==> config.mk <==
export PLATFORM = sky130hd
export DESIGN_NAME = async_serial_rx
export DESIGN_NICKNAME = d
export VERILOG_FILES = /design/src/rtl/rxs_pkg.sv /design/src/rtl/rxs_sync.sv /design/src/rtl/rxs_bit_timer.sv /design/src/rtl/rxs_frame.sv /design/src/rtl/rxs_hold.sv /design/src/rtl/async_serial_rx.sv
export SDC_FILE = /design/constraint.sdc
export NUM_CORES = 1
export LEC_CHECK = 0
export BUFFER_PORTS_ARGS = -buffer_cell sky130_fd_sc_hd__buf_2
export CORE_MARGIN = 4
export CORE_UTILIZATION = 57
export CTS_CLUSTER_DIAMETER = 30
export DETAILED_ROUTE_END_ITERATION = 10
export HOLD_SLACK_MARGIN = 0.1
export PLACE_DENSITY = 0.78
export SYNTH_ARGS = -nofsm -noshare
export SYNTH_HDL_FRONTEND = slang
export SYNTH_SLANG_ARGS = --single-unit
==> constraint.sdc <==
create_clock -name clk -period 1.93 [get_ports clk]
set_input_delay 0.386 -clock clk [delete_from_list [all_inputs] [get_ports clk]]
set_output_delay 0.386 -clock clk [all_outputs]
set_load 0.02 [all_outputs]
==> src/rtl/rxs_pkg.sv <==
package rxs_pkg;

    localparam int MIN_BITS = 5;
    localparam int MAX_BITS = 9;
    localparam int LEN_W    = $clog2(MAX_BITS);

    typedef enum logic [2:0] {
        ST_IDLE,
        ST_START,
        ST_DATA,
        ST_PAR,
        ST_STOP
    } rx_state_e;

    // Frame format captured when a start edge is accepted
    typedef struct packed {
        logic [LEN_W-1:0] last_idx;
        logic             par_en;
        logic             par_odd;
        logic             two_stop;
    } rx_cfg_t;

    // One completed character with its error status
    typedef struct packed {
        logic [MAX_BITS-1:0] data;
        logic                frame_bad;
        logic                par_bad;
    } rx_char_t;

    function automatic rx_cfg_t decode_cfg(input logic [2:0] len_code,
                                           input logic [1:0] pmode,
                                           input logic       stop2);
        rx_cfg_t c;
        if (int'(len_code) > MAX_BITS - MIN_BITS)
            c.last_idx = LEN_W'(MAX_BITS - 1);
        else
            c.last_idx = LEN_W'(MIN_BITS - 1 + int'(len_code));
        c.par_en   = pmode[1];
        c.par_odd  = pmode[0];
        c.two_stop = stop2;
        return c;
    endfunction

    // Two earlier samples already counted, third sample live
    function automatic logic majority3(input logic [1:0] early, input logic last);
        return ({1'b0, early} + {2'b00, last}) >= 3'd2;
    endfunction

endpackage

==> src/rtl/rxs_sync.sv <==
module rxs_sync #(
    parameter int STAGES = 2
) (
    input  logic clk,
    input  logic rst,
    input  logic din,
    output logic dout
);
    logic [STAGES-1:0] chain;

    generate
        if (STAGES == 1) begin : g_single
            always_ff @(posedge clk) begin
                if (rst) chain <= '1;
                else     chain <= din;
            end
        end else begin : g_chain
            always_ff @(posedge clk) begin
                if (rst) chain <= '1;
                else     chain <= {chain[STAGES-2:0], din};
            end
        end
    endgenerate

    assign dout = chain[STAGES-1];

endmodule

==> src/rtl/rxs_bit_timer.sv <==
module rxs_bit_timer import rxs_pkg::*; #(
    parameter int OSR = 16
) (
    input  logic clk,
    input  logic rst,
    input  logic tick,
    input  logic launch,
    input  logic run,
    input  logic line,
    output logic decide,
    output logic bit_val,
    output logic bit_end
);
    localparam int CW  = $clog2(OSR);
    localparam int MID = OSR / 2;
    localparam logic [CW-1:0] S_EARLY  = CW'(MID - 1);
    localparam logic [CW-1:0] S_CENTRE = CW'(MID);
    localparam logic [CW-1:0] S_LATE   = CW'(MID + 1);
    localparam logic [CW-1:0] S_LAST   = CW'(OSR - 1);

    logic [CW-1:0] phase;
    logic [1:0]    votes;

    always_ff @(posedge clk) begin
        if (rst || (!run && !launch)) begin
            phase <= '0;
            votes <= '0;
        end else if (launch) begin
            // the launching tick is slot 0 of the start bit
            phase <= CW'(1);
            votes <= '0;
        end else if (tick) begin
            if (phase == S_LAST) begin
                phase <= '0;
                votes <= '0;
            end else begin
                phase <= phase + 1'b1;
                if (phase == S_EARLY || phase == S_CENTRE)
                    votes <= votes + {1'b0, line};
            end
        end
    end

    assign decide  = run && tick && (phase == S_LATE);
    assign bit_end = run && tick && (phase == S_LAST);
    assign bit_val = majority3(votes, line);


    votes_cap_chk: assert property (@(posedge clk) disable iff (rst)
        votes <= 2'd2);

endmodule

==> src/rtl/rxs_frame.sv <==
module rxs_frame import rxs_pkg::*; (
    input  logic       clk,
    input  logic       rst,
    input  logic       rx_en,
    input  logic       tick,
    input  logic       line,
    input  logic [2:0] len_code,
    input  logic [1:0] pmode,
    input  logic       stop2,
    input  logic       decide,
    input  logic       bit_val,
    input  logic       bit_end,
    output logic       launch,
    output logic       busy,
    output logic       done,
    output rx_char_t   char_o
);
    rx_state_e           state;
    rx_cfg_t             cfg;
    logic [LEN_W-1:0]    idx;
    logic [MAX_BITS-1:0] shreg;
    logic                par_acc;
    logic                par_bad;

    assign launch = rx_en && (state == ST_IDLE) && tick && !line;
    assign busy   = (state != ST_IDLE);
    assign done   = rx_en && (state == ST_STOP) && decide;
    assign char_o = '{data: shreg, frame_bad: ~bit_val, par_bad: par_bad};

    always_ff @(posedge clk) begin
        if (rst) begin
            state   <= ST_IDLE;
            cfg     <= '0;
            idx     <= '0;
            shreg   <= '0;
            par_acc <= 1'b0;
            par_bad <= 1'b0;
        end else if (!rx_en) begin
            state <= ST_IDLE;
        end else begin
            case (state)
                ST_IDLE: begin
                    if (launch) begin
                        state   <= ST_START;
                        cfg     <= decode_cfg(len_code, pmode, stop2);
                        idx     <= '0;
                        shreg   <= '0;
                        par_acc <= 1'b0;
                        par_bad <= 1'b0;
                    end
                end
                ST_START: begin
                    if (decide && bit_val) state <= ST_IDLE;
                    else if (bit_end)      state <= ST_DATA;
                end
                ST_DATA: begin
                    if (decide) begin
                        shreg[idx] <= bit_val;
                        par_acc    <= par_acc ^ bit_val;
                    end
                    if (bit_end) begin
                        if (idx == cfg.last_idx)
                            state <= cfg.par_en ? ST_PAR : ST_STOP;
                        else
                            idx <= idx + 1'b1;
                    end
                end
                ST_PAR: begin
                    if (decide)  par_bad <= (bit_val != (par_acc ^ cfg.par_odd));
                    if (bit_end) state   <= ST_STOP;
                end
                ST_STOP: begin
                    // only the first stop bit is examined
                    if (decide) state <= ST_IDLE;
                end
                default: state <= ST_IDLE;
            endcase
        end
    end


    disabled_idle_chk: assert property (@(posedge clk) disable iff (rst)
        !rx_en |=> state == ST_IDLE);


    cfg_frozen_chk: assert property (@(posedge clk) disable iff (rst)
        busy |=> $stable(cfg));


    parity_none_chk: assert property (@(posedge clk) disable iff (rst)
        (done && !cfg.par_en) |-> !char_o.par_bad);


    first_stop_ends_chk: assert property (@(posedge clk) disable iff (rst)
        (done && cfg.two_stop) |=> !busy);

endmodule

==> src/rtl/rxs_hold.sv <==
module rxs_hold import rxs_pkg::*; (
    input  logic                clk,
    input  logic                rst,
    input  logic                done,
    input  rx_char_t            char_i,
    input  logic                rd_stb,
    output logic [MAX_BITS-1:0] data_q,
    output logic                full_q,
    output logic                ferr_q,
    output logic                perr_q
);
    always_ff @(posedge clk) begin
        if (rst) begin
            data_q <= '0;
            full_q <= 1'b0;
            ferr_q <= 1'b0;
            perr_q <= 1'b0;
        end else if (done) begin
            data_q <= char_i.data;
            full_q <= 1'b1;
            ferr_q <= char_i.frame_bad;
            perr_q <= char_i.par_bad;
        end else if (rd_stb) begin
            full_q <= 1'b0;
            ferr_q <= 1'b0;
            perr_q <= 1'b0;
        end
    end


    read_clears_chk: assert property (@(posedge clk) disable iff (rst)
        (rd_stb && !done) |=> (!full_q && !ferr_q && !perr_q));


    data_hold_chk: assert property (@(posedge clk) disable iff (rst)
        !done |=> $stable(data_q));


    err_needs_full_chk: assert property (@(posedge clk) disable iff (rst)
        (ferr_q || perr_q) |-> full_q);

endmodule

==> src/rtl/async_serial_rx.sv <==
module async_serial_rx import rxs_pkg::*; #(
    parameter int OSR         = 16,
    parameter int SYNC_STAGES = 2
) (
    input  logic       clk,
    input  logic       rst,
    input  logic       serial_in,
    input  logic       rx_en,
    input  logic [2:0] data_len,
    input  logic [1:0] par_mode,
    input  logic       two_stop,
    input  logic       os_tick,
    input  logic       rd_stb,
    output logic [8:0] rx_data,
    output logic       rx_full,
    output logic       frame_err,
    output logic       parity_err
);
    logic     line;
    logic     launch, busy, done;
    logic     decide, bit_val, bit_end;
    rx_char_t char_w;

    rxs_sync #(.STAGES(SYNC_STAGES)) u_sync (
        .clk  (clk),
        .rst  (rst),
        .din  (serial_in),
        .dout (line)
    );

    rxs_bit_timer #(.OSR(OSR)) u_timer (
        .clk     (clk),
        .rst     (rst),
        .tick    (os_tick),
        .launch  (launch),
        .run     (busy),
        .line    (line),
        .decide  (decide),
        .bit_val (bit_val),
        .bit_end (bit_end)
    );

    rxs_frame u_frame (
        .clk      (clk),
        .rst      (rst),
        .rx_en    (rx_en),
        .tick     (os_tick),
        .line     (line),
        .len_code (data_len),
        .pmode    (par_mode),
        .stop2    (two_stop),
        .decide   (decide),
        .bit_val  (bit_val),
        .bit_end  (bit_end),
        .launch   (launch),
        .busy     (busy),
        .done     (done),
        .char_o   (char_w)
    );

    rxs_hold u_hold (
        .clk    (clk),
        .rst    (rst),
        .done   (done),
        .char_i (char_w),
        .rd_stb (rd_stb),
        .data_q (rx_data),
        .full_q (rx_full),
        .ferr_q (frame_err),
        .perr_q (parity_err)
    );


    done_when_enabled_chk: assert property (@(posedge clk) disable iff (rst)
        done |=> rx_full);

endmodule

# Word level (Yosys, flattened, before mapping)
# Cells that the tools add are included.
[word_totals]
romBits = 0
ram_bits = 0
output_inout_bits = 12
n_memories = 0
reg_bits = 44
latch_bits = 0
elab_cells = 113
in_bits = 12
[op_classes]
div = 0
n_addsub = 5
shift = 0
order_cmp = 4
mul = 0
n_reduce_logical = 31
n_bitwise = 4
mux = 34
eq_ne = 19
[op_table]
columns = ["operator", "count"]
rows = [
  ["2-to-1 mux 3 bit", 8],
  ["2-to-1 mux 4 bit", 5],
  ["2-to-1 mux 9 bit", 2],
  ["one-hot mux 9 bit (2 select lines)", 1],
  ["one-hot mux 3 bit (5 select lines)", 1],
  ["equality test 4 bit, second input constant", 3],
  ["logical AND 1 bit", 11],
  ["2-to-1 mux 1 bit", 10],
  ["nonzero test 2 bit", 5],
  ["bitwise mux 9 bit", 1],
  ["adder 4 x 1 -> 4 bit, second input constant", 2],
  ["inequality test 2 x 1 -> 1 bit, second input constant", 4],
  ["inequality test 2 bit, second input constant", 4],
  ["one-hot mux 4 bit (2 select lines)", 1],
  ["AND reduction 4 bit", 2],
  ["equality test 3 x 2 -> 1 bit, second input constant", 2],
  ["AND reduction 6 bit", 1],
  ["less-than comparator 4 x 5 -> 1 bit, second input constant", 1],
  ["AND reduction 5 bit", 1],
  ["adder 3 x 3 -> 4 bit, first input constant", 1],
  ["demux 1 bit (select 4 bit)", 1],
  ["equality test 4 x 3 -> 1 bit, second input constant", 1],
  ["equality test 4 bit", 1],
  [">= comparator 4 x 1 -> 1 bit, second input constant", 1],
  ["other kinds (19)", 27],
]

# Depth between registers and ports, before layout
[logic_depth]
ltp_word = 8
ltp_mapped = 8
ltp_nobuf = 8

# Hierarchy
# A second synthesis with hierarchy kept.
[unflattened]
hier_cells = 274
hier_area_um2 = 2277.2
[by_module_without_submodules]
columns = ["mod", "instances", "cells_each", "seq_area_each_um2", "area_each_um2"]
rows = [
  ["rxs_frame", 1, 177, 480.5, 1386.3],
  ["rxs_hold", 1, 41, 240.2, 429.2],
  ["rxs_bit_timer", 1, 52, 120.1, 409.1],
  ["rxs_sync", 1, 4, 40.0, 52.6],
]

# Least setup slack after synthesis
# OpenSTA, ideal clock, no wires.
[synth_path]
kind = "flip-flop to flip-flop"
from = "register u_sync.chain[1]"
to = "register u_frame.state[0]"
required_time_ns = 1.815
t_arrival_ns = 1.457
path_slack_ns = 0.357
synth_period_minus_slack_ns = 1.573
n_path_buf = 0
stages_incl_launch_ff = 8
setup_ns = 0.115
path_cell_list = "dfxtp_1 -> ha_1 -> inv_1 -> ha_1 -> o21ai_1 -> a211o_1 -> and4_1 -> a31o_1"
[synth_between]
elab_chain_cells = 5
elab_cells_between_ends = 10
classes_between = "add/sub: 1; order compare: 1; eq/ne: 2; mux: 2; reduce/logical: 4"
[synth_lines]
columns = ["element", "line_no", "text"]
rows = [
  ["start, declared", "rxs_sync.sv:9", "logic [STAGES-1:0] chain;"],
  ["start signal, assigned", "rxs_sync.sv:20", "else chain <= {chain[STAGES-2:0], din};"],
  ["adder 2 x 1 -> 3 bit", "rxs_pkg.sv:46", "return ({1'b0, early} + {2'b00, last}) >= 3'd2;"],
  [">= comparator 3 x 2 -> 1 bit", "rxs_pkg.sv:46", ""],
  ["logical AND 1 bit", "rxs_frame.sv:53", "if (decide && bit_val) state <= ST_IDLE;"],
  ["inequality test 3 x 2 -> 1 bit (no source line) or 2-to-1 mux 3 bit (tied branches)", "--", ""],
  ["AND reduction 6 bit (no source line) or one-hot mux 3 bit (5 select lines) (tied branches)", "--", ""],
  ["end signal, assigned", "rxs_frame.sv:63", "state <= cfg.par_en ? ST_PAR : ST_STOP;"],
  ["end, declared", "rxs_frame.sv:18", "rx_state_e state;"],
]
# Parallel ways exist; a longest one is shown, timed or not.
# A chain may end at the register's enable or synchronous reset.

# Worst setup path after layout
# Ends and elaborated chain as after synthesis.

==> results.py <==
metrics = {
    "setup_path": {
        "critPathMaxFanout": 5,
        "r2r_setup_slack_ns": 0.15,
        "critPathKind": "reg2reg",
        "required_ns": 2.13,
        "crit_chain": "ha_1 -> inv_1 -> ha_1 -> o21ai_1 -> a211o_1 -> and4_1 -> a31o_1",
        "critPathTopFamily": "compound AO/OA/AOI/OAI gates",
        "crit_top_cell": "ha_1",
        "crit_path_end_kind": "flop",
        "crit_arrival_ns": 1.98,
        "cp_num_buf_inv": 1,
        "crit_path_start_kind": "flop",
        "worst_path_max_delay_cell": "a211o_1",
        "cpPeakStageDelay_ns": 0.35,
    },
    "job": {
        "drv_cap": 0,
    },
    "drt": {
        "drc_errors": 0,
        "drtAntennaViolNets": 0,
        "routedWlPerCell_um": 12.49,
        "routed_wl_mm": 3.822,
        "drt_iter0_drc": 76,
        "via_count": 1653,
        "viasPerCell": 5.402,
        "dr.pass1.iters": 4,
    },
    "global_route": {
        "grt_pass1_wl_mm": 7.058,
        "gr-total-overflow": 0,
        "grt_start_max_net_pins": 28,
        "grt_usage": 0.1729,
        "antenna_found_initial": 0,
        "grt_pass1_vias": 1569,
    },
    "synth": {
        "ys.flop_type": "dfxtp_1",
        "ys_warn_count": 0,
        "syn_nets": 254,
        "avgSynthCellArea_um2": 9.242,
        "ys_ff_latch": 44,
        "yosysUniqueCellTypes": 40,
        "syn_area_mm2": 0.002153,
        "seq_area_frac_synth": 0.4091,
        "netlist_instances": 233,
        "async_reset_ff_frac": 0,
        "synth_edf_count": 0,
    },
    "placed_design": {
        "dp_hpwl_mm": 2.784,
        "portBuffers": 22,
        "postPlaceCellArea_mm2": 0.002292,
        "pre_cts_ws_ns": 0.1705,
        "gp_congestion": 0.8323,
    },
    "sta": {
        "period_share": 0.9215,
        "setup_ws_ns": 0.1514,
        "fin_skew_ns": 0.005214,
        "finalSetupTns_ns": 0,
        "maxSlewHeadroom": 0.6006,
        "tightest_slew_ns": 0.5970,
        "rsz0062_at_grt": "no",
        "fin_hold_ws_ns": 0.2739,
        "post-route-min-period_ns": 1.779,
        "finalSetupViolations": 0,
        "fmax_ghz": 0.5623,
        "slew_violations": 0,
        "hold_viol_final": 0,
    },
    "floorplanning": {
        "die_y_um": 69.47,
        "ios": 24,
        "core_area_mm2": 0.003661,
        "initial_utilization": 0.5882,
        "die_w_um": 69.47,
        "fp.dieArea_mm2": 0.004825,
        "fp-row-count": 22,
    },
    "pwr": {
        "p_clk_frac": 0.423,
        "power_w": 0.001680,
        "sequentialPowerShare": 0.544,
        "p_switching_w": 0.0003588,
        "switching_share": 0.2136,
        "ir_drop_uv": 388.8,
        "intPower_w": 0.001321,
        "comb_power_share": 0.033,
        "leakage_nw": 1.048,
        "power_density_mw_per_mm2": 698.0,
    },
    "hold_path": {
        "hold_class": "in2reg",
    },
    "final_layout": {
        "fin_area_mm2": 0.002407,
        "area_growth_pct": 11.80,
        "nets": 278,
        "antennaDiodeCount": 0,
        "drive_above_1_share": 0.1822,
    },
    "cts": {
        "root_buffer": "clkbuf_8",
        "insertion_delay_ns": 0.30,
        "cts.sinks": 44,
        "tritoncts": "built",
        "clk_path_buf_depth": 2,
        "clk_pin_slew_worst_paths_ns": 0.09,
        "htreeDepth": 2,
        "numCtsBuffers": 5,
    },
    "outcome": {
        "status": "complete, no violations",
    },
}
==> Yosys cell counts, drive strengths merged, types with 2 or more instances <==
master	number	share of area
nand4	12	0.035
or3	2	0.0058
nand2b	4	0.012
buf	8	0.030
and4	2	0.0081
dfxtp	44	0.41
a211oi	3	0.016
xnor2	4	0.016
nand3b	5	0.019
a21oi	6	0.014
or2	4	0.012
and3	2	0.0058
mux2i	17	0.079
ha	9	0.052
nand2	12	0.021
o21ai	12	0.028
nor3	4	0.0093
xor2	8	0.033
nor2	30	0.052
clkbuf	3	0.0052
nand3	13	0.030
nor2b	4	0.012
inv	12	0.021
a21boi	2	0.0070
==> layout by cell type (no fill, tap or decap), types with 8 or more instances in the layout <==
master | Yosys | final
dfxtp_1 | 44 | 44
nor2_1 | 30 | 30
buf_2 | 1 | 22
mux2i_1 | 17 | 17
nand3_1 | 13 | 13
inv_1 | 12 | 12
nand4_1 | 12 | 12
nand2_1 | 12 | 12
o21ai_0 | 10 | 10
ha_1 | 9 | 9
xor2_1 | 8 | 8
==> registers in the layout (all words and copies together), names as in the netlist <==
register         flops
u_hold.perr_q        1
u_frame.idx          4
u_frame.shreg        9
u_hold.data_q        9
u_frame.cfg          6
u_hold.ferr_q        1
u_hold.full_q        1
u_timer.phase        4
u_frame.par_acc      1
u_timer.votes        2
u_frame.par_bad      1
u_frame.state        3
u_sync.chain         2
==> through the flow <==
step / std cells / utilization
after floorplan: 233 / -
after global placement: 298 / 0.6261
after detailed placement: 298 / 0.6261
after CTS: 306 / 0.6576
after global routing: 306 / 0.6576
final: 306 / 0.6576
==> final cells by class <==
type / count / area, um2
sequential: 44 / 880.8
fill: 316 / 1254
tap: 48 / 60.06
timing repair buffer: 28 / 155.1
clock inverter: 3 / 46.29
inverter: 12 / 45.04
multi-input combinational: 166 / 1151
clock buffer: 5 / 68.82
==> what timing repair did <==
item	in CTS	in global routing
hold buffers	0	0
hold endpoints to repair	0	0
setup buffers	0	0
endpoints found under the setup margin	0	2
resized for setup	0	0
==> power groups by stage <==
stage	registers [W]	clock network (W)	logic [W]
2_1_floorplan	0.000934	0	0.0000381
3_3_place_gp	0.000936	0	0.0000536
3_5_place_dp	0.000936	0	0.0000553
4_1_cts	0.000915	0.000731	0.0000554
5_1_grt	0.000916	0.000767	0.0000625
6_report	0.000914	0.000711	0.0000552
==> path summary, 6_finish.rpt <==
kind              cells past startpoint       startpoint                to
hold reg to reg                       1  u_sync.chain[0]   u_sync.chain[1]
hold / removal                        2        serial_in   u_sync.chain[0]
setup / recovery                      7  u_sync.chain[1]  u_frame.state[0]
setup reg to reg                      7  u_sync.chain[1]  u_frame.state[0]
==> per-layer routing <==
metal  up-vias  part of all wire  track usage
met5         -                 0            0
met4         0             0.013      0.05206
met3         7             0.047      0.03768
met2        29              0.46       0.2818
met1       761              0.48       0.2286
li1        856                 -            -
==> worst register-to-register path: cells and delay by family (launching register included) <==
kind,cells,cell delay (ns)
compound gates,3,0.65
fa+ha+maj,2,0.46
flops,1,0.34
simple gates,1,0.18
buf+inv,1,0.05
==> cell families (layout without fill, tap and decap cells) <==
family / count (synthesis) / in the layout / synth area share
muxes: 18 / 18 / 0.08425
xor gates and xnor gates: 12 / 12 / 0.04881
buffers and inverters: 23 / 48 / 0.05636
adders and majority gates: 9 / 9 / 0.05230
and+or+nand+nor: 98 / 98 / 0.2516
AOI/OAI and AO/OA: 29 / 29 / 0.09762
DFF: 44 / 44 / 0.4091
Note: power is estimated with default switching activity, not from simulation.
